## src/rtl/nextpc_pkg.sv

```systemverilog
package nextpc_pkg;

  localparam int FLAG_W   = 8;
  localparam int SIGN_POS = 7;
  localparam int ZERO_POS = 6;
  localparam int PAR_POS  = 2;
  localparam int CARRY_POS = 0;
  localparam int VEC_SHIFT = 3;

  typedef enum logic [3:0] {
    CL_NONE, CL_JR, CL_JRCC, CL_DJNZ, CL_JP, CL_JPCC, CL_JPHL,
    CL_CALL, CL_CALLCC, CL_RET, CL_RETCC, CL_RST
  } brClass_e;

  // strobes from control to datapath
  typedef struct packed {
    logic loadFall;
    logic loadTaken;
    logic loadPop;
    logic loadRet;
    logic loadB;
  } dpStrobe_t;

  function automatic brClass_e classify(input logic [7:0] op);
    brClass_e c;
    c = CL_NONE;
    case (op)
      8'h10: c = CL_DJNZ;
      8'h18: c = CL_JR;
      8'hC3: c = CL_JP;
      8'hE9: c = CL_JPHL;
      8'hCD: c = CL_CALL;
      8'hC9: c = CL_RET;
      default: begin
        if (op[7:5] == 3'b001 && op[2:0] == 3'b000) c = CL_JRCC;
        else if (op[7:6] == 2'b11) begin
          case (op[2:0])
            3'b010:  c = CL_JPCC;
            3'b100:  c = CL_CALLCC;
            3'b000:  c = CL_RETCC;
            3'b111:  c = CL_RST;
            default: c = CL_NONE;
          endcase
        end
      end
    endcase
    return c;
  endfunction

  // condition index: bits 2:1 pick the flag, bit 0 is the required level
  function automatic logic condMet(input logic [2:0] cc, input logic [FLAG_W-1:0] f);
    logic [2:0] pos;
    case (cc[2:1])
      2'd0:    pos = 3'(ZERO_POS);
      2'd1:    pos = 3'(CARRY_POS);
      2'd2:    pos = 3'(PAR_POS);
      default: pos = 3'(SIGN_POS);
    endcase
    return f[pos] == cc[0];
  endfunction

endpackage

```

## src/rtl/nextpc_ctrl.sv

```systemverilog
module nextpc_ctrl
  import nextpc_pkg::*;
(
  input  logic             clk,
  input  logic             rstN,
  input  logic             start,
  input  logic [7:0]       opcode,
  input  logic [FLAG_W-1:0] flags,
  input  logic [7:0]       bIn,
  input  logic             pushAck,
  input  logic             popAck,
  output dpStrobe_t        strobe,
  output brClass_e         opClass,
  output logic             ready,
  output logic             done,
  output logic             taken,
  output logic             pushReq,
  output logic             popReq
);

  typedef enum logic [1:0] {S_IDLE, S_PUSH, S_POP, S_DONE} state_e;

  state_e stateQ, stateD;
  logic   takenQ, takenD;
  logic   goTaken;

  assign opClass = classify(opcode);

  always_comb begin
    case (opClass)
      CL_JR, CL_JP, CL_JPHL, CL_CALL, CL_RET, CL_RST: goTaken = 1'b1;
      CL_JRCC:                         goTaken = condMet({1'b0, opcode[4:3]}, flags);
      CL_JPCC, CL_CALLCC, CL_RETCC:    goTaken = condMet(opcode[5:3], flags);
      CL_DJNZ:                         goTaken = (bIn != 8'd1);
      default:                         goTaken = 1'b0;
    endcase
  end

  always_comb begin
    stateD = stateQ;
    takenD = takenQ;
    strobe = '0;
    case (stateQ)
      S_IDLE: begin
        if (start) begin
          takenD       = goTaken;
          strobe.loadB = (opClass == CL_DJNZ);
          stateD       = S_DONE;
          if (goTaken) begin
            case (opClass)
              CL_CALL, CL_CALLCC, CL_RST: begin
                strobe.loadTaken = 1'b1;
                strobe.loadRet   = 1'b1;
                stateD           = S_PUSH;
              end
              CL_RET, CL_RETCC: stateD = S_POP;
              default:          strobe.loadTaken = 1'b1;
            endcase
          end else begin
            strobe.loadFall = 1'b1;
          end
        end
      end
      S_PUSH: if (pushAck) stateD = S_DONE;
      S_POP: begin
        if (popAck) begin
          strobe.loadPop = 1'b1;
          stateD         = S_DONE;
        end
      end
      default: stateD = S_IDLE;
    endcase
  end

  always_ff @(posedge clk or negedge rstN) begin
    if (!rstN) begin
      stateQ <= S_IDLE;
      takenQ <= 1'b0;
    end else begin
      stateQ <= stateD;
      takenQ <= takenD;
    end
  end

  assign ready   = (stateQ == S_IDLE);
  assign done    = (stateQ == S_DONE);
  assign pushReq = (stateQ == S_PUSH);
  assign popReq  = (stateQ == S_POP);
  assign taken   = done & takenQ;

  p_push_hold_r6: assert property (@(posedge clk) disable iff (!rstN)
    pushReq && !pushAck |=> pushReq);
  p_pop_hold_r7: assert property (@(posedge clk) disable iff (!rstN)
    popReq && !popAck |=> popReq);
  p_req_excl_r7: assert property (@(posedge clk) disable iff (!rstN)
    !(pushReq && popReq));
  p_pop_done_r7: assert property (@(posedge clk) disable iff (!rstN)
    popReq && popAck |=> done);
  p_done_pulse_r12: assert property (@(posedge clk) disable iff (!rstN)
    done |=> !done && ready);
  p_ready_quiet_r11: assert property (@(posedge clk) disable iff (!rstN)
    ready |-> !pushReq && !popReq && !done);

endmodule

```

## src/rtl/nextpc_dp.sv

```systemverilog
module nextpc_dp
  import nextpc_pkg::*;
#(
  parameter int PC_W = 16
) (
  input  logic            clk,
  input  logic            rstN,
  input  dpStrobe_t       strobe,
  input  brClass_e        opClass,
  input  logic [2:0]      vecIdx,
  input  logic [PC_W-1:0] pcIn,
  input  logic [7:0]      disp,
  input  logic [PC_W-1:0] target,
  input  logic [PC_W-1:0] hlIn,
  input  logic [7:0]      bIn,
  input  logic [PC_W-1:0] popData,
  output logic [PC_W-1:0] nextPc,
  output logic [PC_W-1:0] pushData,
  output logic [7:0]      bOut,
  output logic            bWrite
);

  localparam logic [PC_W-1:0] ONE = PC_W'(1);
  localparam logic [PC_W-1:0] TWO = PC_W'(2);

  logic [PC_W-1:0] pcNext1, pcNext2, relAddr, vecAddr;
  logic [PC_W-1:0] fallCalc, takenCalc, retCalc;

  assign pcNext1 = pcIn + ONE;
  assign pcNext2 = pcIn + TWO;
  assign relAddr = pcNext1 + {{(PC_W-8){disp[7]}}, disp};
  assign vecAddr = PC_W'(vecIdx) << VEC_SHIFT;

  always_comb begin
    case (opClass)
      CL_JR, CL_JRCC, CL_DJNZ:         fallCalc = pcNext1;
      CL_JP, CL_JPCC, CL_CALL, CL_CALLCC: fallCalc = pcNext2;
      default:                         fallCalc = pcIn;
    endcase
  end

  always_comb begin
    case (opClass)
      CL_JR, CL_JRCC, CL_DJNZ:         takenCalc = relAddr;
      CL_JP, CL_JPCC, CL_CALL, CL_CALLCC: takenCalc = target;
      CL_JPHL:                         takenCalc = hlIn;
      CL_RST:                          takenCalc = vecAddr;
      default:                         takenCalc = pcIn;
    endcase
  end

  assign retCalc = (opClass == CL_RST) ? pcIn : pcNext2;

  always_ff @(posedge clk or negedge rstN) begin
    if (!rstN) begin
      nextPc   <= '0;
      pushData <= '0;
      bOut     <= '0;
      bWrite   <= 1'b0;
    end else begin
      if (strobe.loadFall)       nextPc <= fallCalc;
      else if (strobe.loadTaken) nextPc <= takenCalc;
      else if (strobe.loadPop)   nextPc <= popData;
      if (strobe.loadRet) pushData <= retCalc;
      if (strobe.loadB)   bOut <= bIn - 8'd1;
      bWrite <= strobe.loadB;
    end
  end

  p_vec_align_r8: assert property (@(posedge clk) disable iff (!rstN)
    strobe.loadTaken && opClass == CL_RST |=> nextPc[2:0] == 3'd0 && (nextPc >> 6) == '0);
  p_one_load_r12: assert property (@(posedge clk) disable iff (!rstN)
    $countones({strobe.loadFall, strobe.loadTaken, strobe.loadPop}) <= 1);

endmodule

```

## src/rtl/nextpc_unit.sv

```systemverilog
module nextpc_unit
  import nextpc_pkg::*;
#(
  parameter int PC_W = 16
) (
  input  logic            clk,
  input  logic            rstN,
  input  logic            start,
  input  logic [7:0]      opcode,
  input  logic [PC_W-1:0] pcIn,
  input  logic [7:0]      disp,
  input  logic [PC_W-1:0] target,
  input  logic [7:0]      flags,
  input  logic [7:0]      bIn,
  input  logic [PC_W-1:0] hlIn,
  input  logic [PC_W-1:0] popData,
  input  logic            pushAck,
  input  logic            popAck,
  output logic            ready,
  output logic            done,
  output logic [PC_W-1:0] nextPc,
  output logic            taken,
  output logic            pushReq,
  output logic [PC_W-1:0] pushData,
  output logic            popReq,
  output logic [7:0]      bOut,
  output logic            bWrite
);

  dpStrobe_t strobe;
  brClass_e  opClass;

  nextpc_ctrl u_ctrl (
    .clk(clk), .rstN(rstN), .start(start), .opcode(opcode), .flags(flags),
    .bIn(bIn), .pushAck(pushAck), .popAck(popAck), .strobe(strobe),
    .opClass(opClass), .ready(ready), .done(done), .taken(taken),
    .pushReq(pushReq), .popReq(popReq)
  );

  nextpc_dp #(.PC_W(PC_W)) u_dp (
    .clk(clk), .rstN(rstN), .strobe(strobe), .opClass(opClass),
    .vecIdx(opcode[5:3]), .pcIn(pcIn), .disp(disp), .target(target),
    .hlIn(hlIn), .bIn(bIn), .popData(popData), .nextPc(nextPc),
    .pushData(pushData), .bOut(bOut), .bWrite(bWrite)
  );

  p_push_stable_r6: assert property (@(posedge clk) disable iff (!rstN)
    pushReq && !pushAck |=> $stable(pushData) && $stable(nextPc));
  p_bwrite_done_r4: assert property (@(posedge clk) disable iff (!rstN)
    bWrite |-> done);

endmodule

```

## config.mk

```make
export PLATFORM = sky130hd
export DESIGN_NAME = nextpc_unit
export DESIGN_NICKNAME = d
export VERILOG_FILES = /design/src/rtl/nextpc_pkg.sv /design/src/rtl/nextpc_ctrl.sv /design/src/rtl/nextpc_dp.sv /design/src/rtl/nextpc_unit.sv
export SDC_FILE = /design/constraint.sdc
export NUM_CORES = 1
export LEC_CHECK = 0
export BUFFER_PORTS_ARGS = -buffer_cell sky130_fd_sc_hd__buf_2
export CORE_ASPECT_RATIO = 1.25
export CORE_MARGIN = 2
export CORE_UTILIZATION = 35
export DETAILED_ROUTE_END_ITERATION = 10
export SYNTH_ARGS = -nofsm -noshare
export SYNTH_HDL_FRONTEND = slang
export SYNTH_SLANG_ARGS = --single-unit
```

## constraint.sdc

```tcl
create_clock -name clk -period 4.8 [get_ports clk]
set_input_delay 0.24 -clock clk [delete_from_list [all_inputs] [get_ports clk]]
set_output_delay 0.24 -clock clk [all_outputs]
set_load 0.01 [all_outputs]
```

Word level (Yosys, flattened, before mapping)

Index checks and enable logic that the tools add are counted.

Magnitude comparators: 2
Bitwise operators: 2
Eq/ne operators: 33
Reduce and logical (&&, ||, !) cells: 13
Multiplexer cells: 36
$add $sub $neg: 4

Operators with widths:

| kind                                                                         | count |
|---|---|
| 16-bit 2-to-1 mux                                                            | 4 |
| 16-bit one-hot mux with 4 select lines                                       | 1 |
| 8-bit == test, second input constant                                         | 4 |
| 16-bit one-hot mux with 2 select lines                                       | 1 |
| 4-bit one-hot mux with 6 select lines                                        | 1 |
| 16-bit by 1-bit adder with 16-bit output, second input constant              | 1 |
| 16-bit adder                                                                 | 1 |
| 16-bit by 2-bit adder with 16-bit output, second input constant              | 1 |
| 4-bit by 3-bit == test with 1-bit output, second input constant              | 4 |
| 4-bit == test, second input constant                                         | 4 |
| 8-bit by 5-bit == test with 1-bit output, second input constant              | 2 |
| 2-bit 2-to-1 mux                                                             | 8 |
| 4-bit one-hot mux with 4 select lines                                        | 1 |
| 1-bit 2-to-1 mux                                                             | 9 |
| 3-bit one-hot mux with 3 select lines                                        | 1 |
| 3-bit OR reduction                                                           | 3 |
| 2-bit == test, second input constant                                         | 4 |
| 4-bit by 2-bit == test with 1-bit output, second input constant              | 2 |
| 3-bit by 4-bit less-than comparator with 1-bit output, second input constant | 2 |
| 4-bit 2-to-1 mux                                                             | 2 |
| 8-bit by 1-bit inequality test with 1-bit output, second input constant      | 1 |
| 8-bit by 1-bit subtractor with 8-bit output, second input constant           | 1 |
| 1-bit binary-select mux with 3-bit select                                    | 2 |
| 3-bit == test, second input constant                                         | 2 |
| other kinds (22)                                                             | 28 |

Bits in registers: 44
Word-level logic and storage cells: 96

Depth between registers and ports, before layout

Depth after elaboration: 17
Mapped depth: 15
Mapped depth without buffers: 15

Modules after synthesis

A second synthesis with hierarchy kept.

Cell total of the unflattened synthesis: 631
Area total of the unflattened synthesis: 4874.7 um^2

Modules (own cells, without submodules):

| module      | cells each | times used | sequential area each (um^2) | area an instance (um^2) |
|---|---|---|---|---|
| nextpc_dp   | 528        | 1          | 1026.0                      | 4083.9 |
| nextpc_ctrl | 103        | 1          | 75.1                        | 790.8 |

Worst setup path before layout

OpenSTA, ideal clock, no wires.

Kind: input to register
Start point: input pcIn[3]
End point: register u_dp.nextPc[15]
Library setup time: 126 ps
Setup slack: 1406 ps
Path buffers: 1
Data required time: 4674 ps
Cell stages on the path: 14
Arrival: 3268 ps
Cells stage by stage: clkbuf_1 nand3_1 nor3_1 xor2_1 ha_1 a21o_1 or3_1 a41oi_1 o41ai_1 a21oi_1 or3b_2 a21oi_1 or4_1 a221o_1

Cells in the longest elaborated chain, start to end: 5
Elaborated cells between the ends (all ways): 7
Classes of those cells: 3 x add/sub; 4 x mux

Ends and longest elaborated chain:

| item                                     | line              | RTL |
|---|---|---|
| start, declared                          | nextpc_unit.sv:10 | `input logic [PC_W-1:0] pcIn,` |
| 16-bit by 1-bit adder with 16-bit output | nextpc_dp.sv:29   | `assign pcNext1 = pcIn + ONE;` |
| 16-bit adder                             | nextpc_dp.sv:31   | `assign relAddr = pcNext1 + {{(PC_W-8){disp[7]}}, disp};` |
| 16-bit one-hot mux with 4 select lines   | nextpc_dp.sv:43   | `case (opClass)` |
| 16-bit 2-to-1 mux                        | nextpc_dp.sv:62   | `else if (strobe.loadTaken) nextPc <= takenCalc;` |
| 16-bit 2-to-1 mux *                      | nextpc_dp.sv:61   | `if (strobe.loadFall) nextPc <= fallCalc;` |
| end signal, assigned                     | nextpc_dp.sv:61   |  |
| end signal, assigned                     | nextpc_dp.sv:62   |  |
| end signal, assigned                     | nextpc_dp.sv:63   | `else if (strobe.loadPop) nextPc <= popData;` |
| end, declared                            | nextpc_dp.sv:17   | `output logic [PC_W-1:0] nextPc,` |

Mark *: on every way between the ends. The rest lies on a longest branch, timed or not.
A chain may end at the register's enable or synchronous reset.

Final worst setup path

Start point: input pcIn[0]
End point: register u_dp.nextPc[15]

Same word-level chain as after synthesis.

==> flow_summary.yaml <==
final_layout:
  diodes: 0
  layout.nets: 843
  area_growth_pct: 20.05
  finish.utilization: 0.4289
  n_fill_cell: 1385
  drive_above_1_share: 0.2619
synth:
  synth_cell_types: 82
  synth_top_area_frac: 0.2340
  synth-simple-area-share: 0.2292
  yosysWarnings: 0
  synth_top_family_by_area: "compound AO/OA/AOI/OAI gates"
  synth_largest_area_cell: "dfrtp_1"
  synth_async_sr_flop_share: 1.000
  synth_fp_nets: 722
  synth_edf_count: 0
  synthXorXnorAreaFrac: 0.1135
  synth-compound-area-share: 0.2606
  synth_fa_ha_area_frac: 0.07870
  ys.flop_type: "dfrtp_1"
  syn_inst: 592
  synth-seq-area-share: 0.2340
  synth-seq-cells: 44
  syn-cell-area_um2: 4706
  syn_avg_cell_area_um2: 7.949
  muxShareOfSynthArea: 0.03191
  netlist_top_cells_area: "dfrtp_1 23%, ha_1 7.4%, xnor2_1 6.5%"
route:
  vias: 5059
  drt-wirelength-per-cell_um: 19.84
  wl_um: 17560
  drc: 0
  vias_per_cell: 5.716
  drtIter0Drc: 380
  antenna_left: 0
  drtPass1Iterations: 5
global_route:
  grt_pass1_wl_um: 26750
  grt_pass1_vias: 4920
  gr-total-overflow: 0
  grt_antenna_before_repair: 0
  grt_max_degree: 45
  track_usage: 0.2399
clock_network:
  clock_latency_ns: 0.30
  cts_hold_buf: 0
  clk_pin_slew_ns: 0.06
  numCtsBuffers: 5
  cts_tree: "done"
  cts_sinks: 44
  cts-root-buf: "clkbuf_16"
  ctsResizeCount: 0
  htreeDepth: 2
  cts_setup_buffers: 0
  cts_buffer_depth: 2
power:
  p_leak_nw: 2.586
  p_int_mw: 1.046
  clockPowerShare: 0.207
  pwr_density_cell_nw_per_um2: 313.4
  sw_frac_of_total: 0.4094
  p_sw_mw: 0.7249
  ir_worst_vdd_v: 0.0001729
  combPwrFrac: 0.494
  seq_power_share: 0.299
worst_setup_path:
  path_max_fanout: 10
  worstSetupStartpointType: "input port"
  cp.required_ns: 4.97
  end_kind: "flop"
  critPathKind: "input port to flop"
  arrival_ns: 3.84
timing:
  worst_pin_slew_ns: 1.179
  finalHoldViolCount: 0
  tns_ns: 0
  finalClockSkew_ns: 0.007024
  drv_slew: 0
  final.period_utilization: 0.7644
  finalSetupViolCount: 0
  period_minus_slack_ns: 3.669
  slew_headroom: 0.2107
  fmax_ghz: 0.2725
  rsz0062_at_grt: "false"
floorplan:
  dieWidth_um: 107.7
  num_rows: 47
  start_util: 0.3572
  die_h_um: 133.6
  io_pins: 147
  die_area_um2: 14390
  core_um2: 13170
placement:
  port-buffer-count: 146
  gp_congestion: 0.9660
  place_hpwl_um: 14100
outcome:
  status: "completed"
job:
  cap_violations: 0
worst_hold_path:
  hp-class: "input port to async pin"
-- per-stage QoR --
stage | total power, mW | hold slack [ns] | worst slack, ns | instances | cell area [um^2]
finish | 1.771 | 0.1405 | 1.131 | 885 | 5649
global route | 1.887 | 0.2302 | 0.9140 | 885 | 5649
CTS | 1.773 | 0.1792 | 1.160 | 885 | 5649
detailed placement | 1.410 | 0.4654 | 0.8850 | 877 | 5499
global placement | 1.391 | 0.4594 | 0.9886 | 877 | 5499
floorplan | 1.098 | -0.05559 | 1.406 | 592 | 4706
-- worst max-delay path, stage by stage --
cell and delay [ns]:
buf_2 0.24, ha_1 0.30, nand3_1 0.24, nor3_1 0.27
xor2_1 0.18, ha_1 0.30, a21o_1 0.23, or3_1 0.31
a41oi_1 0.24, o41ai_1 0.16, a21oi_1 0.20, or3b_2 0.14
a21oi_1 0.06, or4_1 0.41, a221o_1 0.31
-- cell type report --
| type | count | area (um^2) | area share |
|---|---|---|---|
| multi-input cells | 493 | 3359 | 0.5947 |
| clock buffers | 7 | 142.6 | 0.02525 |
| inverters | 21 | 78.83 | 0.01395 |
| clock inverters | 1 | 7.507 | 0.001329 |
| well taps | 171 | 214.0 | 0.03787 |
| flip-flops and latches | 44 | 1101 | 0.1949 |
| repair buffers | 148 | 745.7 | 0.1320 |
-- routing by layer --
metal | global-route usage | vias up | wire length, um
li1 | - | 2406 | -
met1 | 0.2896 | 2426 | 7104
met2 | 0.4266 | 190 | 8833
met3 | 0.02006 | 37 | 840
met4 | 0.1104 | 0 | 782
met5 | 0 | - | 0
-- logic make-up (layout without fill, tap and decap cells) --
logic type      after synthesis  in the layout
compound gates              171            171
flops                        44             44
xor+xnor                     61             61
buf+inv                      55            177
mux                          12             12
fa+ha+maj                    29             29
simple gates                220            220
-- layout by cell type (no fill, tap or decap), drive strengths merged, types with 26 or more instances in the layout --
master,synthesis,final
nand3,27,27
nor2,55,55
o21ai,42,42
ha,28,28
xor2,26,26
dfrtp,44,44
nand2,75,75
a21oi,37,37
xnor2,35,35
buf,18,148
-- registers in the layout (all words and copies together), names as in the netlist --
name and count:
u_dp.bOut 8, u_ctrl.stateQ 2, u_dp.pushData 16, u_dp.nextPc 16, u_dp.bWrite 1, u_ctrl.takenQ 1
-- final timing paths --
kind	from	endpoint	slack [ns]	depth (start not counted)
worst max-delay path	pcIn[0]	u_dp.nextPc[15]	1.13	15
worst min-delay path	rstN	u_dp.pushData[15]	0.14	1
worst max register to register	u_ctrl.stateQ[0]	u_dp.nextPc[13]	2.38	8
worst min register to register	u_dp.pushData[15]	u_dp.pushData[15]	0.47	2
max in group asynchronous	rstN	u_ctrl.stateQ[1]	4.02	1
min in group clk	bIn[0]	u_dp.bOut[0]	0.20	2
-- power groups by stage --
stage	registers, mW	clock network, mW	logic (mW)
2_1_floorplan	0.575	0	0.522
3_3_place_gp	0.535	0	0.856
3_5_place_dp	0.537	0	0.873
4_1_cts	0.530	0.368	0.876
5_1_grt	0.544	0.382	0.961
6_report	0.530	0.367	0.874
-- cells in the mapped netlist (3+ instances only) --
cell,number
nand2_1,75
nand4_1,8
ha_1,28
nor3_2,4
o211ai_1,3
a211o_1,3
nor3_1,11
dfrtp_1,44
nor4_1,4
a21o_1,5
and4_1,3
a22oi_1,3
nor2_1,53
nand3b_1,3
or4_1,3
inv_1,21
clkbuf_1,16
nand2b_1,3
mux2i_1,6
xor2_1,26
o21ai_0,24
o21ai_1,17
a221oi_1,3
mux2_2,4
buf_2,10
a31oi_1,7
a21oi_1,36
and2_1,4
o21a_1,6
a222oi_1,10
nor2b_1,4
o221ai_1,6
buf_4,5
o21bai_1,3
o31a_1,3
o22ai_1,3
or3_1,5
xnor2_1,35
nand3_1,24
nand3_2,3
Note: power is estimated with default switching activity, not from simulation.
